File: src/rtl/adc_host_pkg.sv
package adc_host_pkg;
    localparam int WORD_W  = 16;
    localparam int OP_W    = 2;
    localparam int ADDR_W  = 4;
    localparam int DATA_W  = 10;
    localparam int LONG_W  = 2 * WORD_W;
    localparam int BIDX_W  = $clog2(LONG_W);

    typedef enum logic [OP_W-1:0] {
        OP_NOP   = 2'b00,
        OP_READ  = 2'b01,
        OP_WRITE = 2'b10,
        OP_RSVD  = 2'b11
    } op_e;

    typedef enum logic [1:0] {
        ST_IDLE = 2'd0,
        ST_HIGH = 2'd1,
        ST_LOW  = 2'd2
    } frame_st_e;

    typedef enum logic {
        LANE_DUAL   = 1'b0,
        LANE_SINGLE = 1'b1
    } lane_e;

    function automatic logic [WORD_W-1:0] build_word(
        input op_e op, input logic [ADDR_W-1:0] addr, input logic [DATA_W-1:0] data);
        logic [WORD_W-1:0] w;
        unique case (op)
            OP_NOP:  w = '0;
            OP_READ: w = {op, addr, {DATA_W{1'b0}}};
            default: w = {op, addr, data};
        endcase
        return w;
    endfunction
endpackage

File: src/rtl/adc_frame_fsm.sv
module adc_frame_fsm
    import adc_host_pkg::*;
#(
    parameter int HALF_W = 8,
    parameter int GAP_W  = 8
) (
    input  logic              clk,
    input  logic              rst_n,
    input  logic [HALF_W-1:0] cfg_half,
    input  logic [GAP_W-1:0]  cfg_gap,
    input  logic              cmd_req,
    input  logic [WORD_W-1:0] cmd_word,
    input  logic              one_wire,
    output logic              cmd_ack,
    output logic              cs_n,
    output logic              sclk,
    output logic              sdi,
    output logic              sample_stb,
    output logic              frame_end,
    output logic              frame_1w,
    output logic [WORD_W-1:0] frame_word
);
    frame_st_e           state, state_nx;
    logic [HALF_W-1:0]   cnt;
    logic [HALF_W-1:0]   half_q;
    logic [GAP_W-1:0]    gap_cnt;
    logic [BIDX_W-1:0]   bit_idx;
    logic [LONG_W-1:0]   tx;
    logic                half_end;
    logic                last_bit;
    logic                gap_ok;
    logic                accept;

    always_comb begin
        half_end   = (cnt == half_q - HALF_W'(1));
        last_bit   = (bit_idx == (frame_1w ? BIDX_W'(LONG_W - 1) : BIDX_W'(WORD_W - 1)));
        gap_ok     = (gap_cnt >= cfg_gap);
        accept     = (state == ST_IDLE) && cmd_req && gap_ok;
        sample_stb = (state == ST_HIGH) && half_end;
        frame_end  = (state == ST_LOW) && half_end && last_bit;
    end

    // next-state logic
    always_comb begin
        state_nx = state;
        unique case (state)
            ST_IDLE: if (accept)   state_nx = ST_HIGH;
            ST_HIGH: if (half_end) state_nx = ST_LOW;
            ST_LOW:  if (half_end) state_nx = last_bit ? ST_IDLE : ST_HIGH;
            default: state_nx = ST_IDLE;
        endcase
    end

    // state register
    always_ff @(posedge clk) begin
        if (!rst_n) state <= ST_IDLE;
        else        state <= state_nx;
    end

    // outputs and datapath
    always_ff @(posedge clk) begin
        if (!rst_n) begin
            cs_n       <= 1'b1;
            sclk       <= 1'b1;
            sdi        <= 1'b0;
            cmd_ack    <= 1'b0;
            cnt        <= '0;
            half_q     <= HALF_W'(1);
            gap_cnt    <= '0;
            bit_idx    <= '0;
            tx         <= '0;
            frame_1w   <= 1'b0;
            frame_word <= '0;
        end else begin
            cmd_ack <= 1'b0;
            unique case (state)
                ST_IDLE: begin
                    if (!gap_ok) gap_cnt <= gap_cnt + GAP_W'(1);
                    if (accept) begin
                        cs_n       <= 1'b0;
                        cmd_ack    <= 1'b1;
                        sdi        <= cmd_word[WORD_W-1];
                        tx         <= {cmd_word[WORD_W-2:0], {(LONG_W-WORD_W+1){1'b0}}};
                        frame_word <= cmd_word;
                        frame_1w   <= one_wire;
                        half_q     <= (cfg_half == '0) ? HALF_W'(1) : cfg_half;
                        cnt        <= '0;
                        bit_idx    <= '0;
                    end
                end
                ST_HIGH: begin
                    if (half_end) begin
                        sclk <= 1'b0;
                        cnt  <= '0;
                    end else begin
                        cnt <= cnt + HALF_W'(1);
                    end
                end
                ST_LOW: begin
                    if (half_end) begin
                        sclk <= 1'b1;
                        cnt  <= '0;
                        if (last_bit) begin
                            cs_n    <= 1'b1;
                            sdi     <= 1'b0;
                            gap_cnt <= '0;
                        end else begin
                            bit_idx <= bit_idx + BIDX_W'(1);
                            sdi     <= tx[LONG_W-1];
                            tx      <= {tx[LONG_W-2:0], 1'b0};
                        end
                    end else begin
                        cnt <= cnt + HALF_W'(1);
                    end
                end
                default: cs_n <= 1'b1;
            endcase
        end
    end
endmodule

File: src/rtl/adc_lane_capture.sv
module adc_lane_capture
    import adc_host_pkg::*;
(
    input  logic              clk,
    input  logic              rst_n,
    input  logic              sample_stb,
    input  logic              frame_end,
    input  logic              frame_1w,
    input  logic              sdo_a,
    input  logic              sdo_b,
    output logic [WORD_W-1:0] res_a,
    output logic [WORD_W-1:0] res_b
);
    logic [LONG_W-1:0] sh_a;
    logic [WORD_W-1:0] sh_b;

    always_ff @(posedge clk) begin
        if (!rst_n) begin
            sh_a <= '0;
            sh_b <= '0;
        end else if (sample_stb) begin
            sh_a <= {sh_a[LONG_W-2:0], sdo_a};
            sh_b <= {sh_b[WORD_W-2:0], sdo_b};
        end
    end

    always_ff @(posedge clk) begin
        if (!rst_n) begin
            res_a <= '0;
            res_b <= '0;
        end else if (frame_end) begin
            if (frame_1w) begin
                res_a <= sh_a[LONG_W-1:WORD_W];
                res_b <= sh_a[WORD_W-1:0];
            end else begin
                res_a <= sh_a[WORD_W-1:0];
                res_b <= sh_b;
            end
        end
    end
endmodule

File: src/rtl/adc_mode_track.sv
module adc_mode_track
    import adc_host_pkg::*;
#(
    parameter logic [ADDR_W-1:0] MODE_ADDR = 4'd2,
    parameter int                MODE_BIT  = 0,
    parameter logic [ADDR_W-1:0] RST_ADDR  = 4'd3,
    parameter int                RST_BIT   = 0
) (
    input  logic              clk,
    input  logic              rst_n,
    input  logic              frame_end,
    input  logic [WORD_W-1:0] frame_word,
    output logic              one_wire,
    output logic              res_valid,
    output logic              res_reg
);
    lane_e             lane, lane_nx;
    op_e               op;
    logic [ADDR_W-1:0] addr;
    logic [DATA_W-1:0] data;
    logic              is_wr;
    logic              set_1w, clr_1w, soft_rst;
    logic              seen_frame;
    logic              prev_read;

    always_comb begin
        op       = op_e'(frame_word[WORD_W-1 -: OP_W]);
        addr     = frame_word[DATA_W +: ADDR_W];
        data     = frame_word[DATA_W-1:0];
        is_wr    = frame_end && (op == OP_WRITE);
        set_1w   = is_wr && (addr == MODE_ADDR) && data[MODE_BIT];
        clr_1w   = is_wr && (addr == MODE_ADDR) && !data[MODE_BIT];
        soft_rst = is_wr && (addr == RST_ADDR) && data[RST_BIT];
        lane_nx  = lane;
        unique case (lane)
            LANE_DUAL:   if (set_1w && !soft_rst)  lane_nx = LANE_SINGLE;
            LANE_SINGLE: if (clr_1w || soft_rst)   lane_nx = LANE_DUAL;
            default:     lane_nx = LANE_DUAL;
        endcase
        one_wire = (lane == LANE_SINGLE);
    end

    always_ff @(posedge clk) begin
        if (!rst_n) lane <= LANE_DUAL;
        else        lane <= lane_nx;
    end

    always_ff @(posedge clk) begin
        if (!rst_n) begin
            seen_frame <= 1'b0;
            prev_read  <= 1'b0;
            res_valid  <= 1'b0;
            res_reg    <= 1'b0;
        end else begin
            res_valid <= 1'b0;
            if (frame_end) begin
                res_valid  <= seen_frame;
                res_reg    <= prev_read;
                seen_frame <= 1'b1;
                prev_read  <= (op == OP_READ);
            end
        end
    end
endmodule

File: src/rtl/adc_spi_host.sv
module adc_spi_host
    import adc_host_pkg::*;
#(
    parameter int HALF_W = 8,
    parameter int GAP_W  = 8
) (
    input  logic              clk,
    input  logic              rst_n,
    input  logic [HALF_W-1:0] cfg_half,
    input  logic [GAP_W-1:0]  cfg_gap,
    input  logic              cmd_req,
    input  logic [1:0]        cmd_op,
    input  logic [3:0]        cmd_addr,
    input  logic [9:0]        cmd_wdata,
    output logic              cmd_ack,
    output logic              res_valid,
    output logic              res_reg,
    output logic [15:0]       res_a,
    output logic [15:0]       res_b,
    output logic              adc_cs_n,
    output logic              adc_sclk,
    output logic              adc_sdi,
    input  logic              adc_sdo_a,
    input  logic              adc_sdo_b
);
    logic [WORD_W-1:0] cmd_word;
    logic [WORD_W-1:0] frame_word;
    logic              one_wire;
    logic              sample_stb;
    logic              frame_end;
    logic              frame_1w;

    assign cmd_word = build_word(op_e'(cmd_op), cmd_addr, cmd_wdata);

    adc_frame_fsm #(.HALF_W(HALF_W), .GAP_W(GAP_W)) i_fsm (
        .clk        (clk),
        .rst_n      (rst_n),
        .cfg_half   (cfg_half),
        .cfg_gap    (cfg_gap),
        .cmd_req    (cmd_req),
        .cmd_word   (cmd_word),
        .one_wire   (one_wire),
        .cmd_ack    (cmd_ack),
        .cs_n       (adc_cs_n),
        .sclk       (adc_sclk),
        .sdi        (adc_sdi),
        .sample_stb (sample_stb),
        .frame_end  (frame_end),
        .frame_1w   (frame_1w),
        .frame_word (frame_word)
    );

    adc_lane_capture i_cap (
        .clk        (clk),
        .rst_n      (rst_n),
        .sample_stb (sample_stb),
        .frame_end  (frame_end),
        .frame_1w   (frame_1w),
        .sdo_a      (adc_sdo_a),
        .sdo_b      (adc_sdo_b),
        .res_a      (res_a),
        .res_b      (res_b)
    );

    adc_mode_track i_track (
        .clk        (clk),
        .rst_n      (rst_n),
        .frame_end  (frame_end),
        .frame_word (frame_word),
        .one_wire   (one_wire),
        .res_valid  (res_valid),
        .res_reg    (res_reg)
    );
endmodule

File: config.mk
export PLATFORM = sky130hd
export DESIGN_NAME = adc_spi_host
export DESIGN_NICKNAME = d
export VERILOG_FILES = /design/src/rtl/adc_host_pkg.sv /design/src/rtl/adc_frame_fsm.sv /design/src/rtl/adc_lane_capture.sv /design/src/rtl/adc_mode_track.sv /design/src/rtl/adc_spi_host.sv
export SDC_FILE = /design/constraint.sdc
export NUM_CORES = 1
export LEC_CHECK = 0
export ABC_AREA = 1
export BUFFER_PORTS_ARGS = -buffer_cell sky130_fd_sc_hd__clkbuf_2
export CAP_MARGIN = 20
export CORE_UTILIZATION = 35
export CTS_CLUSTER_DIAMETER = 80
export CTS_CLUSTER_SIZE = 30
export DETAILED_ROUTE_END_ITERATION = 10
export PLACE_DENSITY = 0.58
export SLEW_MARGIN = 20
export SYNTH_ARGS = -nofsm -noshare
export SYNTH_HDL_FRONTEND = slang
export SYNTH_SLANG_ARGS = --single-unit
File: constraint.sdc
create_clock -name clk -period 2.3 [get_ports clk]
set_input_delay 0.46 -clock clk [delete_from_list [all_inputs] [get_ports clk]]
set_output_delay 0.46 -clock clk [all_outputs]
set_load 0.005 [all_outputs]
==> results of run 1 <==
==> path summary, 6_finish.rpt <==
kind	from	endpoint	slack [ps]
worst max-delay path	i_fsm.half_q[0]$_SDFFE_PN1P_	i_cap.res_a[11]$_SDFFE_PN0N_	240
worst min-delay path	cfg_half[5]	i_fsm.half_q[5]$_SDFFE_PN0P_	290
worst min register to register	i_cap.sh_b[14]$_SDFFE_PN0P_	i_cap.sh_b[14]$_SDFFE_PN0P_	460
worst max register to register	i_fsm.half_q[0]$_SDFFE_PN1P_	i_cap.res_a[11]$_SDFFE_PN0N_	240
==> critical path: stages, from the launching register on <==
cell,delay [ps]
dfxtp_1,360
inv_2,50
ha_1,300
inv_1,60
nand2_1,40
nand2_1,70
nand2_1,50
nor2_1,90
nand3_1,80
nor2_2,180
nand3_4,140
nor2_8,120
inv_2,80
buf_4,170
nor2_1,120
nor2_1,60
==> kinds of logic after synthesis <==
logic type / synth area share, %
XOR/XNOR: 1.44
AND/OR/NAND/NOR: 26.9
buffers and inverters: 9.09
AO/OA/AOI/OAI: 16.9
adder cells (fa/ha/maj): 2.99
flip-flops: 42.7
==> cell usage after synthesis (2+ instances only) <==
| library cell | instances |
|---|---|
| nand2_1 | 195 |
| nor2_1 | 150 |
| dfxtp_1 | 143 |
| o21ai_0 | 99 |
| inv_1 | 89 |
| a21oi_1 | 85 |
| nand3_1 | 43 |
| clkbuf_1 | 36 |
| o21ai_1 | 34 |
| ha_1 | 16 |
| nand4_1 | 10 |
| nor3_1 | 10 |
| xor2_1 | 8 |
| buf_6 | 6 |
| inv_2 | 6 |
| buf_2 | 4 |
| nand2_2 | 4 |
| buf_4 | 3 |
| xnor2_1 | 3 |
| nand3_4 | 2 |
| nor2_2 | 2 |
| nor2_4 | 2 |
| nor3b_1 | 2 |
| o21a_1 | 2 |
==> power by group <==
| part | leakage, nW | internal [W] | switching, W |
|---|---|---|---|
| combinational | 2.14 | 0.000479 | 0.000876 |
| clock | 0.264 | 0.00148 | 0.00109 |
| sequential | 1.16 | 0.00277 | 0.000170 |
| total | 3.56 | 0.00474 | 0.00214 |
==> layout make-up <==
type / count / area share [%]
multi-input cells: 677 / 40.9
flip-flops and latches: 143 / 36.2
repair buffers: 100 / 7.82
clock buffers: 18 / 5.42
inverters: 96 / 4.55
well taps: 234 / 3.70
clock inverters: 12 / 1.45
==> layer usage <==
layer / up-vias / wire (µm) / part of all wire, % / GRT usage [%]
li1: 3244 / - / - / -
met1: 2706 / 7990 / 50 / 23.2
met2: 93 / 7280 / 45 / 27.6
met3: 14 / 602 / 3.7 / 4.03
met4: 0 / 201 / 1.3 / 5.73
met5: - / 0 / 0 / 0
==> metrics by stage <==
step                instance area [µm²]  worst slack, ps
finish                             7920              241
detailed placement                 7360             92.3
global route                       7920             23.0
CTS                                7910              190
floorplan                          6700              317
global placement                   7360              124
==> repair_timing <==
item / CTS / global route
hold buffers: 0 / 0
setup endpoints to repair: 0 / 7
gates resized for setup: 0 / 4
==> impl_results.md, run 1 <==
- Hold Crit Class: input pin to flip-flop
- CTS sink cnt: 143
- Tot Pwr: 0.00688 W
- 1st-pass router iterations: 4
- Setup Crit Path Kind: flip-flop to flip-flop
- Largest net degree at the start of global routing: 100
- Die Y: 140 µm
- Post-layout nets: 1088
- CTS tree: yes
- Status: finished, final reports clean
- FP Rows: 50
- Vias in the first global route: 5598
- RSZ-0062 raised after global routing: no
- Hold Slack: 290 ps
- Hold Path Depth: 3
- Fill count: 1966
- Detailed-route via count: 6057
- Worst-Margin Slew: 675 ps
- I/O pin cnt: 75
- WL/cell: 12.6 µm
- Residual DRC count: 0
- Hpwl dp: 11100 µm
- ANT nets after route: 0
- Die area: 0.0197 mm²
- Commonest non-fill, non-tap cells in the layout: nand2_1 (194), nor2_1 (149), dfxtp_1 (142)
- Most common cell after layout, fill and taps aside: nand2_1
- Fin Clk Skew: 13.1 ps
- Finished Layout Cells: 1280
- Setup tns final: 0 ps
- Leading area contributor after synthesis: dfxtp_1
- Syn Std Cell Area: 0.00670 mm²
- Finished Core Util: 42.2%
- Area of the multi-input gates: 0.00324 mm²
- DIE WIDTH: 140 µm
- Worst EP required: 2620 ps
- Initial antenna violation count: 0
- Root Buffer Master: clkbuf_16
- Total GRT Usage: 17.4%
- GPL Wtd Cong: 0.778
- Cell count after synthesis: 966
- Seq/Total Area, Yosys: 42.7%
- Syn. warnings: 0
- Final setup fails: 0
- Synth cell types: 36
- Max Slew Vio Count: 0
- LEAKAGE: 3.56 nW
- First-pass GRT wire length: 27300 µm
- Starting Density: 35.7%
- Total CTS buffers: 17
- Total global routing overflow: 0
- Ys flop type: dfxtp_1
- Mapped Nets: 1019
- Biggest register: i_cap.sh_a
- Max FO, Critical Path: 9
- Fmax: 486 MHz
- MaxCap Viol Count: 0
- Critical path arrival: 2380 ps
- Path depth of the worst reg2reg path: 15
- DR iter-0 viols: 355
- DR vias/cell: 4.73
- Worst-Skew Late Latency: 420 ps
- Layout cell share with drive strength beyond 1: 14.7%
- Min cycle time layout: 2060 ps
- Final hold vios: 0
- Max reg flops: 32
- WL final: 16100 µm
- Max-slew headroom: 54.9%
- Post-synthesis async set-or-reset flop share: 0%
- Main area contributors after synthesis: dfxtp_1 (43%), nand2_1 (11%), nor2_1 (8.4%), o21ai_0 (7.4%), a21oi_1 (6.3%)
- Number of synthesized register bits: 143
- Post-synth EDFFs: 0
- Yosys top cell area share: 42.7%
- Core Area: 0.0188 mm²
- Peak VDD IR: 0.489 mV
- Inst Count DP: 1250
- Final period util: 89.5%
- Register area: 0.00286 mm²
- CP Launch Type: flip-flop
- Diode count: 0
- Synthesis-to-finish area growth: 18.1%
- Reg clk slew, reported paths: 60 ps
- Postcts setup bufs: 0
- H-tree levels: 4
- IO buf count: 74
- Pwr Density: 868 mW/mm²
- Clock tree buffer depth: 2
- Worst setup EP type: flip-flop
- Average size of a mapped cell: 6.94 µm²
(Power assumes the default switching activity.)
==> run 2, diff against run 1 <==
- PLACE_DENSITY: 0.58 -> 0.6
- clock period: 2.3 -> 1.76 ns (I/O delays scaled with it)
==> run 2 against run 1 <==
The run now ends with setup timing left. Fmax increased by 2.0%. Wire length increased by 16%. Largest cell class unchanged. Global-route usage increased by 0.86 points. Worst setup slack got worse by 500 ps. Combinational power increased by 140%. Highest routed layer unchanged. Critical path depth decreased by 2.
==> impl_results.md, run 2 (same netlist as run 1, synthesis figures left out) <==
- Clock tree buffer depth: 2
- Placed inst area: 0.00780 mm²
- Fmax: 495 MHz
- Tot Pwr: 0.0107 W
- Peak VDD IR: 0.726 mV
- Cell mode on critical path: nor2_4
- Most common cell after layout, fill and taps aside: nand2_1
- Worst setup EP type: flip-flop
- Largest net degree at the start of global routing: 66
- Critical path arrival: 2330 ps
- Failing checks: setup timing
- Max reg flops: 32
- Residual DRC count: 0
- CP Launch Type: flip-flop
- FP Rows: 50
- First-pass GRT wire length: 28900 µm
- Root Buffer Master: clkbuf_16
- MaxCap Viol Count: 0
- LEAKAGE: 4.22 nW
- CTS tree: yes
- DR iter-0 viols: 253
- Total GRT Usage: 18.2%
- Total CTS buffers: 17
- Max Slew Vio Count: 0
- Highest-delay cell along the critical path: dfxtp_2
- Final period util: 115%
- GPL Wtd Cong: 0.784
- Max stage delay on crit path: 320 ps
- Core Area: 0.0188 mm²
- RSZ-0062 raised after global routing: yes
- WL/cell: 13.8 µm
- ANT nets after route: 0
- Detailed-route via count: 6743
- Vias in the first global route: 6154
- Hold Crit Class: input pin to flip-flop
- Post-layout nets: 1167
- Pre-CTS setup slack: -279 ps
- Post-route cell area: 0.00972 mm²
- Final hold vios: 0
- Max-slew headroom: 62.5%
- Setup Crit Path Kind: flip-flop to flip-flop
- WL final: 18700 µm
- Die area: 0.0197 mm²
- H-tree levels: 4
- Critical path cell sequence: buf_4, nor2_4, nand2_4, nor2_4, nand2_2, nand2_2, nand3_2, nor2_4, nand2_8, buf_6, buf_8, o21ai_0, a21oi_1
- Final setup fails: 136
- Commonest non-fill, non-tap cells in the layout: nand2_1 (143), dfxtp_1 (134), nor2_1 (124)
- Max FO, Critical Path: 8
- 1st-pass router iterations: 5
- Hold Slack: 182 ps
- Status: complete, but fails checks
- Worst-Skew Late Latency: 430 ps
- Fin Clk Skew: 9.71 ps
- Pwr Density: 1100 mW/mm²
- Diode count: 0
- Starting Density: 35.7%
- Reg clk slew, reported paths: 70 ps
- I/O pin cnt: 75
- Layout cell share with drive strength beyond 1: 36.3%
- Hpwl dp: 11400 µm
- DR vias/cell: 4.95
- CTS sink cnt: 143
- Synthesis-to-finish area growth: 45.0%
- Biggest register: i_cap.sh_a
- Initial antenna violation count: 0
- Total global routing overflow: 0
- Min cycle time layout: 2020 ps
- Worst-Margin Slew: 562 ps
- Finished Core Util: 51.8%
- Die Y: 140 µm
- Worst EP required: 2070 ps
- Final setup margin: -259 ps
- IO buf count: 74
- DIE WIDTH: 140 µm
run 2: cell count changes in the layout (fill, tap and decap cells not counted), moves of 13 or more:
cell / before / now
o21ai_0: 98 / 62
nand2_1: 194 / 143
a21oi_2: 1 / 35
buf_4: 21 / 63
o21ai_1: 35 / 48
o21ai_2: 0 / 18
nand3_1: 43 / 28
nor2_1: 149 / 124
nand3_2: 1 / 14
nand2_2: 5 / 38
nor2_2: 3 / 18
nand2_4: 1 / 15
a21oi_1: 85 / 48
buf_6: 1 / 21
run 2: layer usage:
layer / part of all wire, % / vias to the layer above / GRT usage (%)
li1: - / 3430 / -
met1: 46 / 3176 / 23.6
met2: 49 / 115 / 30.0
met3: 3.4 / 22 / 4.38
met4: 1.3 / 0 / 5.38
met5: 0 / - / 0
run 2: area by class of cell:
cell class	instances	area, µm²
fillers	1773	9050
multi-input cells	677	4050
flip-flops and latches	143	2880
repair buffers	179	1540
clock buffers	17	425
inverters	96	380
well taps	234	293
clock inverters	15	149
run 2: power by group:
group / internal, W / switching [W]
Clock: 0.00199 / 0.00157
Sequential: 0.00363 / 0.000239
Combinational: 0.00149 / 0.00175
run 2: timing repair:
action,CTS,global route
pin swaps,38,49
setup buffers,4,11
setup endpoints to repair,140,143
cloned,5,9
hold buffers,0,0
gates resized for setup,125,169
run 2: worst paths after layout:
check,startpoint,endpoint,slack (ps),cells after the start
setup / recovery,i_fsm.half_q[1]$_SDFFE_PN0P_,i_cap.sh_a[6]$_SDFFE_PN0P_,-260,13
hold / removal,adc_sdo_a,i_cap.sh_a[0]$_SDFFE_PN0P_,180,3
setup reg to reg,i_fsm.half_q[1]$_SDFFE_PN0P_,i_cap.sh_a[6]$_SDFFE_PN0P_,-260,13
hold reg to reg,i_fsm.tx[17]$_SDFFE_PN0P_,i_fsm.tx[17]$_SDFFE_PN0P_,460,2
run 2: stage by stage:
stage / setup TNS, ps / std cells
floorplan: -4740 / 966
global placement: -22870 / 1303
detailed placement: -26300 / 1303
CTS: -13690 / 1344
global route: -37420 / 1361
finish: -21750 / 1361
run 2: critical path: cells and delay by family (launching register included):
kind	cells	cell delay, ps
and+or+nand+nor	8	980
DFF	1	320
AOI/OAI and AO/OA	2	190
buffers and inverters	3	410
